--- config.mk ---
export PLATFORM = sky130hd
export DESIGN_NAME = prf_regfile
export DESIGN_NICKNAME = d
export VERILOG_FILES = /design/src/rtl/prf_pkg.sv /design/src/rtl/prf_ctrl.sv /design/src/rtl/prf_datapath.sv /design/src/rtl/prf_regfile.sv
export SDC_FILE = /design/constraint.sdc
export NUM_CORES = 1
export LEC_CHECK = 0
export BUFFER_PORTS_ARGS = -buffer_cell sky130_fd_sc_hd__buf_2
export CELL_PAD_IN_SITES_DETAIL_PLACEMENT = 0
export CELL_PAD_IN_SITES_GLOBAL_PLACEMENT = 1
export CORE_MARGIN = 2
export CORE_UTILIZATION = 54
export CTS_CLUSTER_SIZE = 20
export DETAILED_ROUTE_END_ITERATION = 10
export GPL_TIMING_DRIVEN = 0
export MAX_ROUTING_LAYER = met4
export PLACE_DENSITY = 0.91
export RECOVER_POWER = 50
export SKIP_LAST_GASP = 1
export SLEW_MARGIN = 20
export SYNTH_ARGS = -nofsm -noshare
export SYNTH_HDL_FRONTEND = slang
export SYNTH_SLANG_ARGS = --single-unit
--- constraint.sdc ---
create_clock -name clk -period 3.5 [get_ports clk]
set_input_delay 0.7 -clock clk [delete_from_list [all_inputs] [get_ports clk]]
set_output_delay 0.7 -clock clk [all_outputs]
set_load 0.005 [all_outputs]
--- src/rtl/prf_pkg.sv ---
package prf_pkg;
  localparam int DATA_W   = 8;
  localparam int ADDR_W   = 5;
  localparam int N_BANKS  = 3;
  localparam int N_EVT    = 4;
  localparam int WORDS    = (1 << ADDR_W) - 1;
  localparam int PAGE_BIT = DATA_W - 1;
  localparam int BLK_BIT  = DATA_W - 2;
  localparam int EVT_LO   = 2;
  localparam int EVT_HI   = EVT_LO + N_EVT - 1;
  localparam int EN_ADDR  = 1;

  typedef enum logic [1:0] {
    BANK_CTRL = 2'd0,
    BANK_AUX  = 2'd1,
    BANK_RAM  = 2'd2
  } bank_e;

  typedef struct packed {
    logic              statusWr;
    logic              statusRd;
    logic              bankWr;
    logic              bankRd;
    bank_e             bank;
    logic [ADDR_W-1:0] index;
  } strobe_t;
endpackage

--- src/rtl/prf_ctrl.sv ---
module prf_ctrl
  import prf_pkg::*;
(
  input  logic [ADDR_W-1:0] busAddr,
  input  logic              busWr,
  input  logic              busRd,
  input  logic              pageSel,
  input  logic              blockSel,
  output strobe_t           strb
);
  logic atZero;

  assign atZero = (busAddr == '0);

  always_comb begin
    strb          = '0;
    strb.index    = busAddr;
    strb.statusWr = busWr & atZero;
    strb.statusRd = busRd & atZero;
    strb.bankWr   = busWr & ~atZero;
    strb.bankRd   = busRd & ~atZero;
    if (pageSel)       strb.bank = BANK_RAM;
    else if (blockSel) strb.bank = BANK_AUX;
    else               strb.bank = BANK_CTRL;
  end
endmodule

--- src/rtl/prf_datapath.sv ---
module prf_datapath
  import prf_pkg::*;
(
  input  logic              clk,
  input  logic              rstN,
  input  strobe_t           strb,
  input  logic [DATA_W-1:0] wrData,
  input  logic [N_EVT-1:0]  evtIn,
  input  logic              pwrFail,
  output logic [DATA_W-1:0] rdData,
  output logic              irq,
  output logic              pageSel,
  output logic              blockSel
);
  logic [EVT_HI:1]    latchedQ;
  logic               pageQ;
  logic               blockQ;
  logic [EVT_HI:1]    intEn;
  logic [N_EVT-1:0]   clrMask;
  logic [DATA_W-1:0]  bankRdData [N_BANKS];

  // Storage banks: one array per bank, so each has a single driver
  for (genvar b = 0; b < N_BANKS; b++) begin : g_bank
    logic [DATA_W-1:0] words [1:WORDS];
    logic              hit;

    assign hit = strb.bankWr && (strb.bank == bank_e'(b));

    always_ff @(posedge clk or negedge rstN) begin
      if (!rstN) begin
        for (int i = 1; i <= WORDS; i++) words[i] <= '0;
      end else if (hit) begin
        words[strb.index] <= wrData;
      end
    end

    assign bankRdData[b] = (strb.index == '0) ? '0 : words[strb.index];

    if (b == int'(BANK_CTRL)) begin : g_en
      assign intEn = words[EN_ADDR][EVT_HI:1];
    end
  end

  assign clrMask = strb.statusWr ? wrData[EVT_HI:EVT_LO] : '0;

  // Status: set has priority over write-one-to-clear
  always_ff @(posedge clk or negedge rstN) begin
    if (!rstN) begin
      latchedQ <= '0;
      pageQ    <= 1'b0;
      blockQ   <= 1'b0;
    end else begin
      latchedQ[1]             <= pwrFail;
      latchedQ[EVT_HI:EVT_LO] <= evtIn | (latchedQ[EVT_HI:EVT_LO] & ~clrMask);
      if (strb.statusWr) begin
        pageQ  <= wrData[PAGE_BIT];
        blockQ <= wrData[BLK_BIT];
      end
    end
  end

  assign irq      = |(latchedQ & intEn);
  assign pageSel  = pageQ;
  assign blockSel = blockQ;

  always_comb begin
    rdData = '0;
    if (strb.statusRd) begin
      rdData[PAGE_BIT]      = pageQ;
      rdData[BLK_BIT]       = blockQ;
      rdData[EVT_HI:1]      = latchedQ;
      rdData[0]             = irq;
    end else if (strb.bankRd) begin
      rdData = bankRdData[strb.bank];
    end
  end

  // Events latch regardless of enables
  assert_evt_latch_R5: assert property (@(posedge clk) disable iff (!rstN)
    (|evtIn) |=> ((latchedQ[EVT_HI:EVT_LO] & $past(evtIn)) == $past(evtIn)));

  // Event beats a same-cycle clear
  assert_set_wins_R8: assert property (@(posedge clk) disable iff (!rstN)
    (strb.statusWr && (|(evtIn & wrData[EVT_HI:EVT_LO])))
      |=> ((latchedQ[EVT_HI:EVT_LO] & $past(evtIn)) == $past(evtIn)));

  // Write of one clears when no event competes
  assert_w1c_R7: assert property (@(posedge clk) disable iff (!rstN)
    (strb.statusWr && evtIn == '0)
      |=> ((latchedQ[EVT_HI:EVT_LO] & $past(wrData[EVT_HI:EVT_LO])) == '0));

  // No clear without a status write
  assert_sticky_R6: assert property (@(posedge clk) disable iff (!rstN)
    !strb.statusWr |=> ((latchedQ[EVT_HI:EVT_LO] & $past(latchedQ[EVT_HI:EVT_LO]))
                        == $past(latchedQ[EVT_HI:EVT_LO])));

  // Power-fail bit follows the pin
  assert_pfail_set_R4: assert property (@(posedge clk) disable iff (!rstN)
    pwrFail |=> latchedQ[1]);
  assert_pfail_clr_R4: assert property (@(posedge clk) disable iff (!rstN)
    !pwrFail |=> !latchedQ[1]);

  // Page and block bits hold without a status write
  assert_page_hold_R3: assert property (@(posedge clk) disable iff (!rstN)
    !strb.statusWr |=> $stable({pageQ, blockQ}));
endmodule

--- src/rtl/prf_regfile.sv ---
module prf_regfile
  import prf_pkg::*;
(
  input  logic              clk,
  input  logic              rstN,
  input  logic [ADDR_W-1:0] busAddr,
  input  logic              busWr,
  input  logic              busRd,
  input  logic [DATA_W-1:0] busWrData,
  output logic [DATA_W-1:0] busRdData,
  input  logic [N_EVT-1:0]  evtIn,
  input  logic              pwrFail,
  output logic              irq
);
  strobe_t strb;
  logic    pageSel;
  logic    blockSel;

  prf_ctrl u_ctrl (
    .busAddr (busAddr),
    .busWr   (busWr),
    .busRd   (busRd),
    .pageSel (pageSel),
    .blockSel(blockSel),
    .strb    (strb)
  );

  prf_datapath u_dp (
    .clk     (clk),
    .rstN    (rstN),
    .strb    (strb),
    .wrData  (busWrData),
    .evtIn   (evtIn),
    .pwrFail (pwrFail),
    .rdData  (busRdData),
    .irq     (irq),
    .pageSel (pageSel),
    .blockSel(blockSel)
  );
endmodule

# --- Yosys cells after proc, flatten, opt, wreduce, memory -nomap -nowiden ---
# Index checks and enable logic that the tools add are counted.
classes:
  eq_ne: 2
  mux: 25
  shift: 0
  mul: 0
  n_lt_le_gt_ge: 3
  bitwise: 11
  n_reduce_logical: 7
  div: 0
  addsub: 0
op_table:
  columns: ["operator", "count"]
  rows:
  - ["$bwmux 248", 3]
  - ["$bmux 8 s5", 3]
  - ["$mux 8", 14]
  - ["$demux 8 s5", 1]
  - ["$bmux 8 s2", 1]
  - ["$ge 6x6->1 const B", 1]
  - ["$lt 6x1->1 const B", 1]
  - ["$not 5->6", 1]
  - ["$and 5x5->5", 1]
  - ["$logic_not 5->1", 1]
  - ["$reduce_or 5->1", 1]
  - ["$and 1x1->1", 4]
  - ["$and 4x4->4", 1]
  - ["$logic_and 1x1->1", 4]
  - ["$mux 4", 1]
  - ["$not 4->4", 1]
  - ["$or 4x4->4", 1]
  - ["$ge 3x3->1 const B", 1]
  - ["$not 2->3", 1]
  - ["$eq 2x1->1 const B", 1]
  - ["$eq 2x2->1 const B", 1]
  - ["$logic_not 2->1", 1]
  - ["$mux 2", 1]
  - ["$mux 1", 1]
  - ["$not 1->1", 1]
totals:
  romBits: 0
  latch_bits: 0
  elab_cells: 144
  ram_bits: 0
  in_bits: 22
  memories: 0
  regBits: 751

# --- Logic depth before layout (Yosys ltp) ---
# Gate-level depths: netlist of the first run.
logic_depth:
  ltp_word: 10
  mapped_depth: 10
  ltp_nobuf: 6

# --- Hierarchy ---
# A second synthesis of the first run with hierarchy kept.
hier_totals:
  hier_cells: 2388
  area_unflattened_um2: 34948.5
by_module_without_submodules:
  columns: ["mod", "cells_per_inst", "area_per_inst_um2", "instances", "seq_area_each_um2"]
  rows:
  - ["prf_datapath", 2376, 34855.9, 1, 18793.0]
  - ["prf_ctrl", 12, 92.6, 1, 0.0]

# --- Worst setup path before layout of the first run ---
# No wires, ideal clock.
synth_timing:
  path_kind: "in2out"
  from: "in busAddr[0]"
  to: "out busRdData[2]"
  path_slack_ns: 0.452
  required_ns: 2.800
  arrival_time_ns: 2.348
  cell_stages: 8
  path_buffers: 3
  path_cell_list: "buf_6 buf_6 buf_2 mux4_2 a211oi_1 o2111ai_1 a31oi_1 o31ai_1"
synth_between:
  elab_chain_len: 10
synth_rtl:
  columns: ["element", "line_no", "source"]
  rows:
  - ["from (decl)", "prf_regfile.sv:6", "input logic [ADDR_W-1:0] busAddr,"]
  - ["$not 5->6 (not written as such)", "prf_datapath.sv:37", "assign bankRdData[b] = (strb.index == '0) ? '0 : words[strb.index];"]
  - ["$bmux 8 s5", "prf_datapath.sv:37", null]
  - ["$mux 8 (not written as such) (2 in a row)", "prf_datapath.sv:37", null]
  - ["$mux 8", "prf_datapath.sv:37", null]
  - ["$bmux 8 s2", "prf_datapath.sv:74", "rdData = bankRdData[strb.bank];"]
  - ["$mux 8 (not written as such) (2 in a row)", "prf_datapath.sv:74", null]
  - ["$mux 8", "prf_datapath.sv:73", "end else if (strb.bankRd) begin"]
  - ["$mux 8 *", "prf_datapath.sv:68", "if (strb.statusRd) begin"]
  - ["to (decl)", "prf_regfile.sv:10", "output logic [DATA_W-1:0] busRdData,"]
# Every way passes the cells marked *; elsewhere a longest branch is shown, timed or not. The select of a mux whose other input is x is not followed.

# --- Worst setup path in the final report of the first run ---
layout_timing:
  from: "in busAddr[4]"
  to: "out busRdData[4]"
# The elaborated chain is that of the path after synthesis.

==> flow_metrics.tcl, run 1 <==
set metrics [dict create \
    dpl.hpwl_um 86920 \
    multiInputGateArea_mm2 0.01587 \
    grt_use_met1_pct 50.32 \
    layout_worst_path_cycle_share_pct 105.1 \
    htree_num_levels 3 \
    first_pass_grt_wire_length_um 180600 \
    cp.buffers_inverters 6 \
    rsz0062_at_grt "true" \
    switching_share_pct 26.54 \
    synth_ff_type "dfrtp_1" \
    antenna_violating_nets_post_route 0 \
    max_freq_ghz 0.2719 \
    internal_power_mw 16.77 \
    placement_rows 93 \
    power.switching_mw 6.060 \
    tightestPinTransition_ns 2.508 \
    power.combinational.fraction_pct 15.5 \
    maxCapViolations 3 \
    gr-total-overflow 0 \
    met2_usage_pct 56.78 \
    route.vias.total 23580 \
    worst_slack_after_detailed_placement_ns -1.541 \
    power.ir.vdd_worst_mv 0.3721 \
    required_ns 2.80 \
    netlist_instances 2363 \
    die_width_um 258.8 \
    seq_power_share_pct 45.2 \
    synthDistinctLibCells 62 \
    worstSkewPairLatency_ns 0.64 \
    global_route.peak_usage_layer "met2" \
    slew_margin_rel_pct -67.20 \
    first_global_vias 24650 \
    slowest_stage "nor4_2" \
    io_pins 31 \
    fp.dieArea_mm2 0.06699 \
    critical_path.startpoint_type "primary input" \
    firstDrtPassIters 7 \
    post_cts_hold_buffer_count 0 \
    totalPowerFinal_mw 22.83 \
    totalWireLength_um 128100 \
    cp_top_family "simple AND/OR/NAND/NOR gates" \
    cellPowerDensity_mw_per_mm2 548.9 \
    floorplan.core_area_mm2 0.06435 \
    worst-setup-path-type "in2out" \
    synth.yosys.seq_area_share_pct 53.60 \
    numCtsBuffers 80 \
    p_leak_nw 19.51 \
    groute.layer.met3.usage_pct 10.53 \
    synth.cell_area_mm2 0.03506 \
    worst_ep_arrival_time_ns 2.98 \
    setup_violations 8 \
    layout.nets 2587 \
    fp.dieH_um 258.8 \
    areaGrowthSynthToFinish_pct 18.62 \
    grt.total_usage_pct 39.92 \
    clkTransAtPathRegs_ns 0.06 \
    final-hold-violation-count 0 \
    drc 0 \
    synth_edf_count 0 \
    final.setup.worst_slack_ns -0.1781 \
    finClkSkew_ns 0.02384 \
    critical_path.max_fanout 10 \
    detailedRoute.firstIterationViolations 2600 \
    critPathCaptureType "primary output" \
    ys_ff_latch 751 \
    post_synth.cell_area_avg_um2 14.84 \
    maximum_single_stage_delay_on_the_critical_path_ns 0.36 \
    ctsRootBufferMaster "clkbuf_16" \
    wl_per_cell_um 36.79 \
    io_buffers 20 \
    timing_max_transition_violations_final 297 \
    largest_net_degree_at_the_start_of_global_routing 101 \
    clkPwrFrac_pct 39.3 \
    gp_congestion 1.041 \
    postSynthNetCount 2385 \
    final_util_pct 64.64 \
    status "complete, but fails checks" \
    tritoncts "done" \
    maximum_buffer_depth_of_the_clock_tree 3 \
    async_reset_ff_share_pct 100.0 \
    filler_cell_count 4508 \
    floorplan.initialDensity_pct 54.49 \
    violations "capacitance limit, slew limit, setup timing" \
    period_needed_ns 3.678 \
    antenna_violations_before_repair 3 \
    sequential_cell_area_mm2 0.01879 \
    tritoncts_num_sinks 751 \
    avgViaCountPerCell 6.771 \
    hold_path.class "in2async" \
    fraction_of_layout_instances_using_a_drive_strength_above_1_pct 46.42 \
    crit_chain "buf_2 -> buf_4 -> buf_4 -> nand4b_1 -> buf_6 -> buf_12 -> o22ai_2 -> nor4_2 -> nand4_1 -> nand4_1 -> nand2_2 -> buf_2" \
    total_number_of_yosys_warnings 0 \
]
-- flip-flops by register name, summed over array words and instances, names as in the netlist --
| register | cells |
|---|---|
| u_dp.pageSel | 1 |
| u_dp.g_bank.words | 744 |
| u_dp.latchedQ | 5 |
| u_dp.blockSel | 1 |
-- power by group through the flow --
| stage | clock, mW | combinational (mW) | sequential, mW |
|---|---|---|---|
| 6_report | 8.98 | 3.53 | 10.3 |
| 5_1_grt | 9.36 | 3.65 | 10.4 |
| 2_1_floorplan | 0 | 1.96 | 10.2 |
| 4_1_cts | 9.02 | 3.42 | 10.3 |
| 3_3_place_gp | 0 | 2.92 | 10.3 |
| 3_5_place_dp | 0 | 3.06 | 10.4 |
-- final cells by class --
cell class,instances,share of cell area (%)
Sequential cell,751,45.18
Multi-Input combinational cell,1435,38.15
Clock buffer,124,6.064
Buffer,170,4.262
Timing Repair Buffer,124,3.098
Tap cell,855,2.572
Clock inverter,19,0.6437
Inverter,3,0.02707
Antenna cell,1,0.006016
-- kinds of logic (layout without fill, tap and decap cells) --
group                  Yosys count  in the layout  share of synthesized area, %
DFF                            751            751                         53.59
AOI/OAI and AO/OA              180            180                         3.511
other                            0              1                             0
muxes                          994            994                         35.07
buffers and inverters          177            440                         2.516
and+or+nand+nor                261            261                         5.310
-- worst paths after layout --
check                                                     startpoint                               endpoint  slack [ns]  cells after the start
worst min-delay path                                            rstN  u_dp.g_bank[1].words[127]$_DFFE_PN0P_        0.08                      1
min in group clk                                             pwrFail             u_dp.latchedQ[1]$_DFF_PN0_        0.16                      1
worst max-delay path                                      busAddr[4]                           busRdData[4]       -0.18                     12
worst min register to register  u_dp.g_bank[1].words[29]$_DFFE_PN0P_   u_dp.g_bank[1].words[29]$_DFFE_PN0P_        0.48                      1
worst max register to register              u_dp.pageSel$_DFFE_PN0N_  u_dp.g_bank[0].words[100]$_DFFE_PN0P_        0.68                      6
max in group asynchronous                                       rstN   u_dp.g_bank[0].words[30]$_DFFE_PN0P_        0.45                      2
-- stage by stage --
stage	cells	setup TNS, ns	hold WS, ns	area (um^2)
finish	3482	-1.045	0.08024	41590
global route	3482	-2.795	0.1492	41590
CTS	3467	-0.1727	0.1365	41430
detailed placement	3245	-14.27	0.4714	36450
global placement	3238	-9740.64	0.4616	36230
floorplan	2363	0	0.4044	35060
-- routing by layer --
layer	part of all wire (%)	wire length, um	up-vias
met4	8.1	10420	0
met2	44	56190	1418
met5	0	0	-
li1	-	-	9178
met1	38	49260	12570
met3	9.5	12220	415
-- synth_stat cells, drive strengths merged, types with 6 or more instances --
cell type  number  area share, %
nand2          61           0.68
nor3            9           0.13
a211oi         12           0.26
dfrtp         751             54
clkbuf         97            1.0
o21ai          21           0.30
mux4          111            7.1
nand4          15           0.27
a22o            6           0.15
nand3          15           0.21
mux2i         117            3.3
o22ai          39           0.70
nor2          115            2.9
a21oi          17           0.24
mux2          766             25
a22oi          53            1.1
buf            77            1.4
-- timing repair --
action | in CTS | in global routing
gates cloned | 7 | 0
setup endpoints to repair | 8 | 8
pin swaps | 42 | 13
buffers inserted | 76 | 14
gates resized for setup | 315 | 23
-- cells in the final DEF, fill, tap and decap left out, types with 6 or more instances in the layout --
master     instances
o21ai_1            8
nand2_2            7
a22oi_1           41
clkbuf_8          31
a21oi_1           16
nand4_1           15
bufinv_16          6
mux2_2           586
a211oi_1           7
nand2_1           54
clkinv_2           8
nor2_1            23
mux2i_2            9
clkbuf_16         86
o22ai_1           30
nor2_8            13
mux2i_1          105
nor2_4            36
buf_12            26
mux2_1           180
buf_16            33
clkbuf_1          92
nand3_1           10
dfrtp_1          751
mux4_2           111
nor2_2            43
o21ai_0           11
o22ai_2            9
a22o_1             6
a22oi_2           12
buf_2             25
buf_6             20
buf_4             88
No activity file was read; power rests on OpenSTA's default activity.
==> inputs of run 2 (changes only) <==
CORE_ASPECT_RATIO = 2   (was default)
==> flow_metrics.tcl, run 2 (same netlist as run 1, synthesis figures left out) <==
set metrics [dict create \
    status "complete, but fails checks" \
    violations "setup timing" \
    max_freq_ghz 0.2711 \
    avgViaCountPerCell 6.831 \
    htree_num_levels 3 \
    path_common_cell "buf_16" \
    critPathCaptureType "primary output" \
    placed_cells 3262 \
    wl_per_cell_um 39.01 \
    r2r_slack_ns 0.40 \
    sequential_cell_area_mm2 0.01879 \
    numCtsBuffers 68 \
    worstSkewPairLatency_ns 0.66 \
    areaGrowthSynthToFinish_pct 17.28 \
    tritoncts "done" \
    number_of_non_filler_instances_in_the_completed_layout 3477 \
    slew_margin_rel_pct 0.9030 \
    ctsRootBufferMaster "clkbuf_16" \
    final.setup.worst_slack_ns -0.1883 \
    period_needed_ns 3.688 \
    first_global_vias 24940 \
    fraction_of_layout_instances_using_a_drive_strength_above_1_pct 46.70 \
    dpl.hpwl_um 94870 \
    drc 0 \
    gr-total-overflow 0 \
    cp.buffers_inverters 6 \
    regMostFlops "u_dp.g_bank.words" \
    post_cts_hold_buffer_count 0 \
    required_ns 2.80 \
    crit_chain "buf_12 -> buf_16 -> buf_16 -> buf_16 -> buf_16 -> mux4_2 -> a21oi_4 -> nand4_1 -> nand4_1 -> nand2_2 -> buf_2" \
    maximum_single_stage_delay_on_the_critical_path_ns 0.37 \
    io_buffers 20 \
    maxCapViolations 0 \
    clkTransAtPathRegs_ns 0.07 \
    crit-reg2reg-capture "u_dp.g_bank[0].words[150]$_DFFE_PN0P_" \
    multiInputGateArea_mm2 0.01601 \
    rsz0062_at_grt "true" \
    totalWireLength_um 135600 \
    timing_max_transition_violations_final 0 \
    layout.nets 2574 \
    final_util_pct 63.68 \
    detailedRoute.firstIterationViolations 2492 \
    antenna_violations_before_repair 3 \
    finClkSkew_ns 0.02601 \
    cellPowerDensity_mw_per_mm2 524.6 \
    totalNegativeSetupSlack_ns -1.135 \
    layout_worst_path_cycle_share_pct 105.4 \
    reg_top3 "u_dp.g_bank.words: 744 flops, u_dp.latchedQ: 5 flops" \
    final-hold-violation-count 0 \
    floorplan.initialDensity_pct 54.30 \
    io_pins 31 \
    route.vias.total 23750 \
    placement_rows 132 \
    final_common_cell "dfrtp_1" \
    gp_congestion 1.029 \
    largest_register_ffs 744 \
    layout_common_cells "dfrtp_1 (750), mux2_2 (585), mux2_1 (180)" \
    tritoncts_num_sinks 751 \
    antenna_violating_nets_post_route 0 \
    fp.dieH_um 364.4 \
    power.ir.vdd_worst_mv 0.5218 \
    p_leak_nw 19.22 \
    worstRegToRegCells 6 \
    timing.rr.start "u_dp.pageSel$_DFFE_PN0N_" \
    floorplan.core_area_mm2 0.06458 \
    tightestPinTransition_ns 1.486 \
    worst_ep_arrival_time_ns 2.99 \
    critical_path.startpoint_type "primary input" \
    totalPowerFinal_mw 21.58 \
    largest_net_degree_at_the_start_of_global_routing 113 \
    maximum_buffer_depth_of_the_clock_tree 3 \
    critical_path.max_fanout 10 \
    firstDrtPassIters 7 \
    hold_path.class "in2async" \
    filler_cell_count 4687 \
    fp.dieArea_mm2 0.06711 \
    slowest_stage "mux4_2" \
    hold-worst-slack_ns 0.03927 \
    setup_violations 8 \
    cp_top_family "buffers and inverters" \
    grt.total_usage_pct 42.75 \
    worst-setup-path-type "in2out" \
    die_width_um 184.2 \
    first_pass_grt_wire_length_um 188100 \
]
[run 2: layout make-up]
class	instances	share of cell area [%]
Multi-Input combinational cell	1436	38.94
Clock buffer	98	4.904
Antenna cell	2	0.01217
Buffer	169	4.195
Timing Repair Buffer	123	3.064
Clock inverter	24	0.5111
Inverter	3	0.02738
Tap cell	871	2.650
Sequential cell	751	45.70
[run 2: worst max path at each step]
stage / startpoint / to / slack (ns) / cells past startpoint
finish: busAddr[1] / busRdData[4] / -0.19 / 11
global route: busAddr[0] / busRdData[6] / -0.16 / 10
CTS: busAddr[0] / busRdData[5] / -0.1 / 9
detailed placement: busAddr[1] / busRdData[5] / -1.84 / 10
global placement: rstN / u_dp.latchedQ[1]$_DFF_PN0_ / -12.81 / 1
floorplan: busAddr[0] / busRdData[2] / 0.45 / 8
[run 2: metrics by stage]
stage	cell area, um^2	setup WS [ns]
6_report	41130	-0.1883
5_1_grt	41120	-0.1629
4_1_cts	40760	-0.09997
3_5_place_dp	36490	-1.839
3_3_place_gp	36250	-12.81
2_1_floorplan	35060	0.4525
[run 2: per-layer routing]
layer	vias up	GRT usage, %	wire length [um]
met5	-	-	0
met4	0	42.56	17640
met3	681	8.600	10180
met2	1394	65.77	64050
met1	12530	45.01	43750
li1	9144	-	-
[run 2: report_power, final]
part	internal, mW	switching (mW)	leakage (nW)	total, mW
clock network	4.19	3.47	1.11	7.66
registers	9.72	0.626	10.1	10.3
logic	1.65	1.93	7.98	3.57
total	15.6	6.02	19.2	21.6
[run 2: what timing repair did]
action / CTS / global route
endpoints found under the setup margin: 8 / 8
pin swaps: 44 / 29
setup buffers: 68 / 23
resized for setup: 336 / 41
cloned: 2 / 3
[run 2: worst reg2reg max path, stage by stage (launching register included)]
cell     delay, ns
dfrtp_2       0.53
nor2_1        0.52
nand3_1       0.19
buf_4         0.25
buf_6         0.24
nor2_2        0.81
mux2_2        0.43
==> inputs of run 3 (changes only) <==
ABC_AREA = 0   (was default)
REMOVE_ABC_BUFFERS = 1   (was default)
==> flow_metrics.tcl, run 3 (same netlist as run 1, synthesis figures left out) <==
set metrics [dict create \
    first_global_vias 23350 \
    tritoncts_num_sinks 751 \
    floorplan.core_area_mm2 0.06458 \
    tritoncts "done" \
    final.setup.worst_slack_ns -0.1097 \
    critical_path.startpoint_type "primary input" \
    finClkSkew_ns 0.01269 \
    post_cts_hold_buffer_count 0 \
    filler_cell_count 4614 \
    avgViaCountPerCell 6.564 \
    gr-total-overflow 0 \
    p_leak_nw 18.60 \
    power.combinational.fraction_pct 15.1 \
    violations "capacitance limit, slew limit, setup timing" \
    floorplan.initialDensity_pct 54.30 \
    route.vias.total 21620 \
    firstDrtPassIters 5 \
    worst_slack_after_detailed_placement_ns -1.332 \
    multiInputGateArea_mm2 0.01588 \
    max_freq_ghz 0.2770 \
    status "complete, but fails checks" \
    slew_margin_rel_pct -50.15 \
    drc 0 \
    clkTransAtPathRegs_ns 0.07 \
    setup_violations 7 \
    power.ir.vdd_worst_mv 0.6976 \
    totalPowerFinal_mw 21.02 \
    sequential_cell_area_mm2 0.01879 \
    dpl.hpwl_um 64990 \
    maxCapViolations 2 \
    regMostFlops "u_dp.g_bank.words" \
    placement.cell_area_mm2 0.03620 \
    switching_share_pct 26.04 \
    tightestPinTransition_ns 2.252 \
    antenna_violations_before_repair 2 \
    layout.nets 2396 \
    internal_power_mw 15.54 \
    gp_congestion 0.9506 \
    hold_path.class "in2async" \
    power.switching_mw 5.472 \
    r2r_slack_ns 0.79 \
    first_pass_grt_wire_length_um 153100 \
    largest_net_degree_at_the_start_of_global_routing 110 \
    maximum_buffer_depth_of_the_clock_tree 3 \
    placement_rows 132 \
    totalWireLength_um 103000 \
    worstSkewPairLatency_ns 0.64 \
    antenna_violating_nets_post_route 0 \
    worst_ep_arrival_time_ns 2.91 \
    cellPowerDensity_mw_per_mm2 529.8 \
    clkPwrFrac_pct 35.8 \
    critical_path.max_fanout 14 \
    reg_top3 "u_dp.g_bank.words: 744 flops, u_dp.latchedQ: 5 flops" \
    io_buffers 30 \
    period_needed_ns 3.610 \
    areaGrowthSynthToFinish_pct 13.12 \
    grt.total_usage_pct 32.43 \
    final_common_cell "dfrtp_1" \
    htree_num_levels 2 \
    final-hold-violation-count 0 \
    fraction_of_layout_instances_using_a_drive_strength_above_1_pct 45.27 \
    final_util_pct 61.42 \
    detailedRoute.firstIterationViolations 1465 \
    numCtsBuffers 59 \
    critPathCaptureType "primary output" \
    io_pins 31 \
    seq_power_share_pct 49.1 \
    wl_per_cell_um 31.27 \
    largest_register_ffs 744 \
    final_area_mm2 0.03967 \
    required_ns 2.80 \
    fp.dieArea_mm2 0.06711 \
    worst-setup-path-type "in2out" \
    die_width_um 184.2 \
    timing_max_transition_violations_final 153 \
    rsz0062_at_grt "true" \
    fp.dieH_um 364.4 \
    ctsRootBufferMaster "clkbuf_16" \
    layout_worst_path_cycle_share_pct 103.1 \
    layout_common_cells "dfrtp_1 (750), mux2_2 (586), mux2_1 (180)" \
]
run 3: routing by layer:
metal | wire (um) | vias up | track usage, % | part of all wire [%]
met4 | 11370 | 0 | 29.13 | 11
met5 | 0 | - | - | 0
li1 | - | 8762 | - | -
met3 | 5157 | 445 | 4.175 | 5.0
met2 | 51950 | 983 | 52.63 | 50
met1 | 34530 | 11430 | 34.61 | 34
run 3: cell type report:
type                    count  share of cell area, %
diodes                      2                0.01262
clock buffers              82                  4.318
clock inverters            26                  1.142
inverters                   3                0.02839
multi-input cells        1436                  40.03
flip-flops and latches    751                  47.38
well taps                 871                  2.747
repair buffers            123                  4.344
run 3: through the flow:
step	TNS [ns]	std cells	hold WS, ns
floorplan	0	2189	0.4044
global placement	-	3090	0.4613
detailed placement	-105.95	3119	0.4707
CTS	0	3278	0.1008
global route	-0.05902	3294	0.1048
finish	-0.2060	3294	0.04937
run 3: power groups by stage:
stage,combinational [mW],clock [mW],sequential (mW)
finish,3.17,7.52,10.3
global route,3.32,7.89,10.4
CTS,3.10,7.56,10.3
detailed placement,2.89,0,10.4
global placement,2.72,0,10.3
floorplan,1.71,0,10.2
run 3: worst max-delay path, stage by stage:
cell and delay, ns:
buf_16 0.19, buf_16 0.20, buf_4 0.18, mux4_2 0.30, a22oi_1 0.49, nand4_1 0.35
nand4_1 0.25, nand2_1 0.09, buf_2 0.13
run 3: what timing repair did:
item                       in CTS  in global routing
hold endpoints to repair        0                  0
setup endpoints to repair       8                  8
resized for setup              76                 38
pin swaps                       7                 12
buffers inserted               36                 13
gates cloned                   15                  1
run 3: final timing paths:
kind	from	to	cells past startpoint
max in group asynchronous	rstN	u_dp.g_bank[1].words[6]$_DFFE_PN0P_	4
hold / removal	rstN	u_dp.g_bank[0].words[185]$_DFFE_PN0P_	1
setup reg to reg	u_dp.pageSel$_DFFE_PN0N_	u_dp.g_bank[0].words[195]$_DFFE_PN0P_	5
min in group clk	pwrFail	u_dp.latchedQ[1]$_DFF_PN0_	1
hold reg to reg	u_dp.g_bank[1].words[41]$_DFFE_PN0P_	u_dp.g_bank[1].words[41]$_DFFE_PN0P_	1
setup / recovery	busAddr[1]	busRdData[4]	9
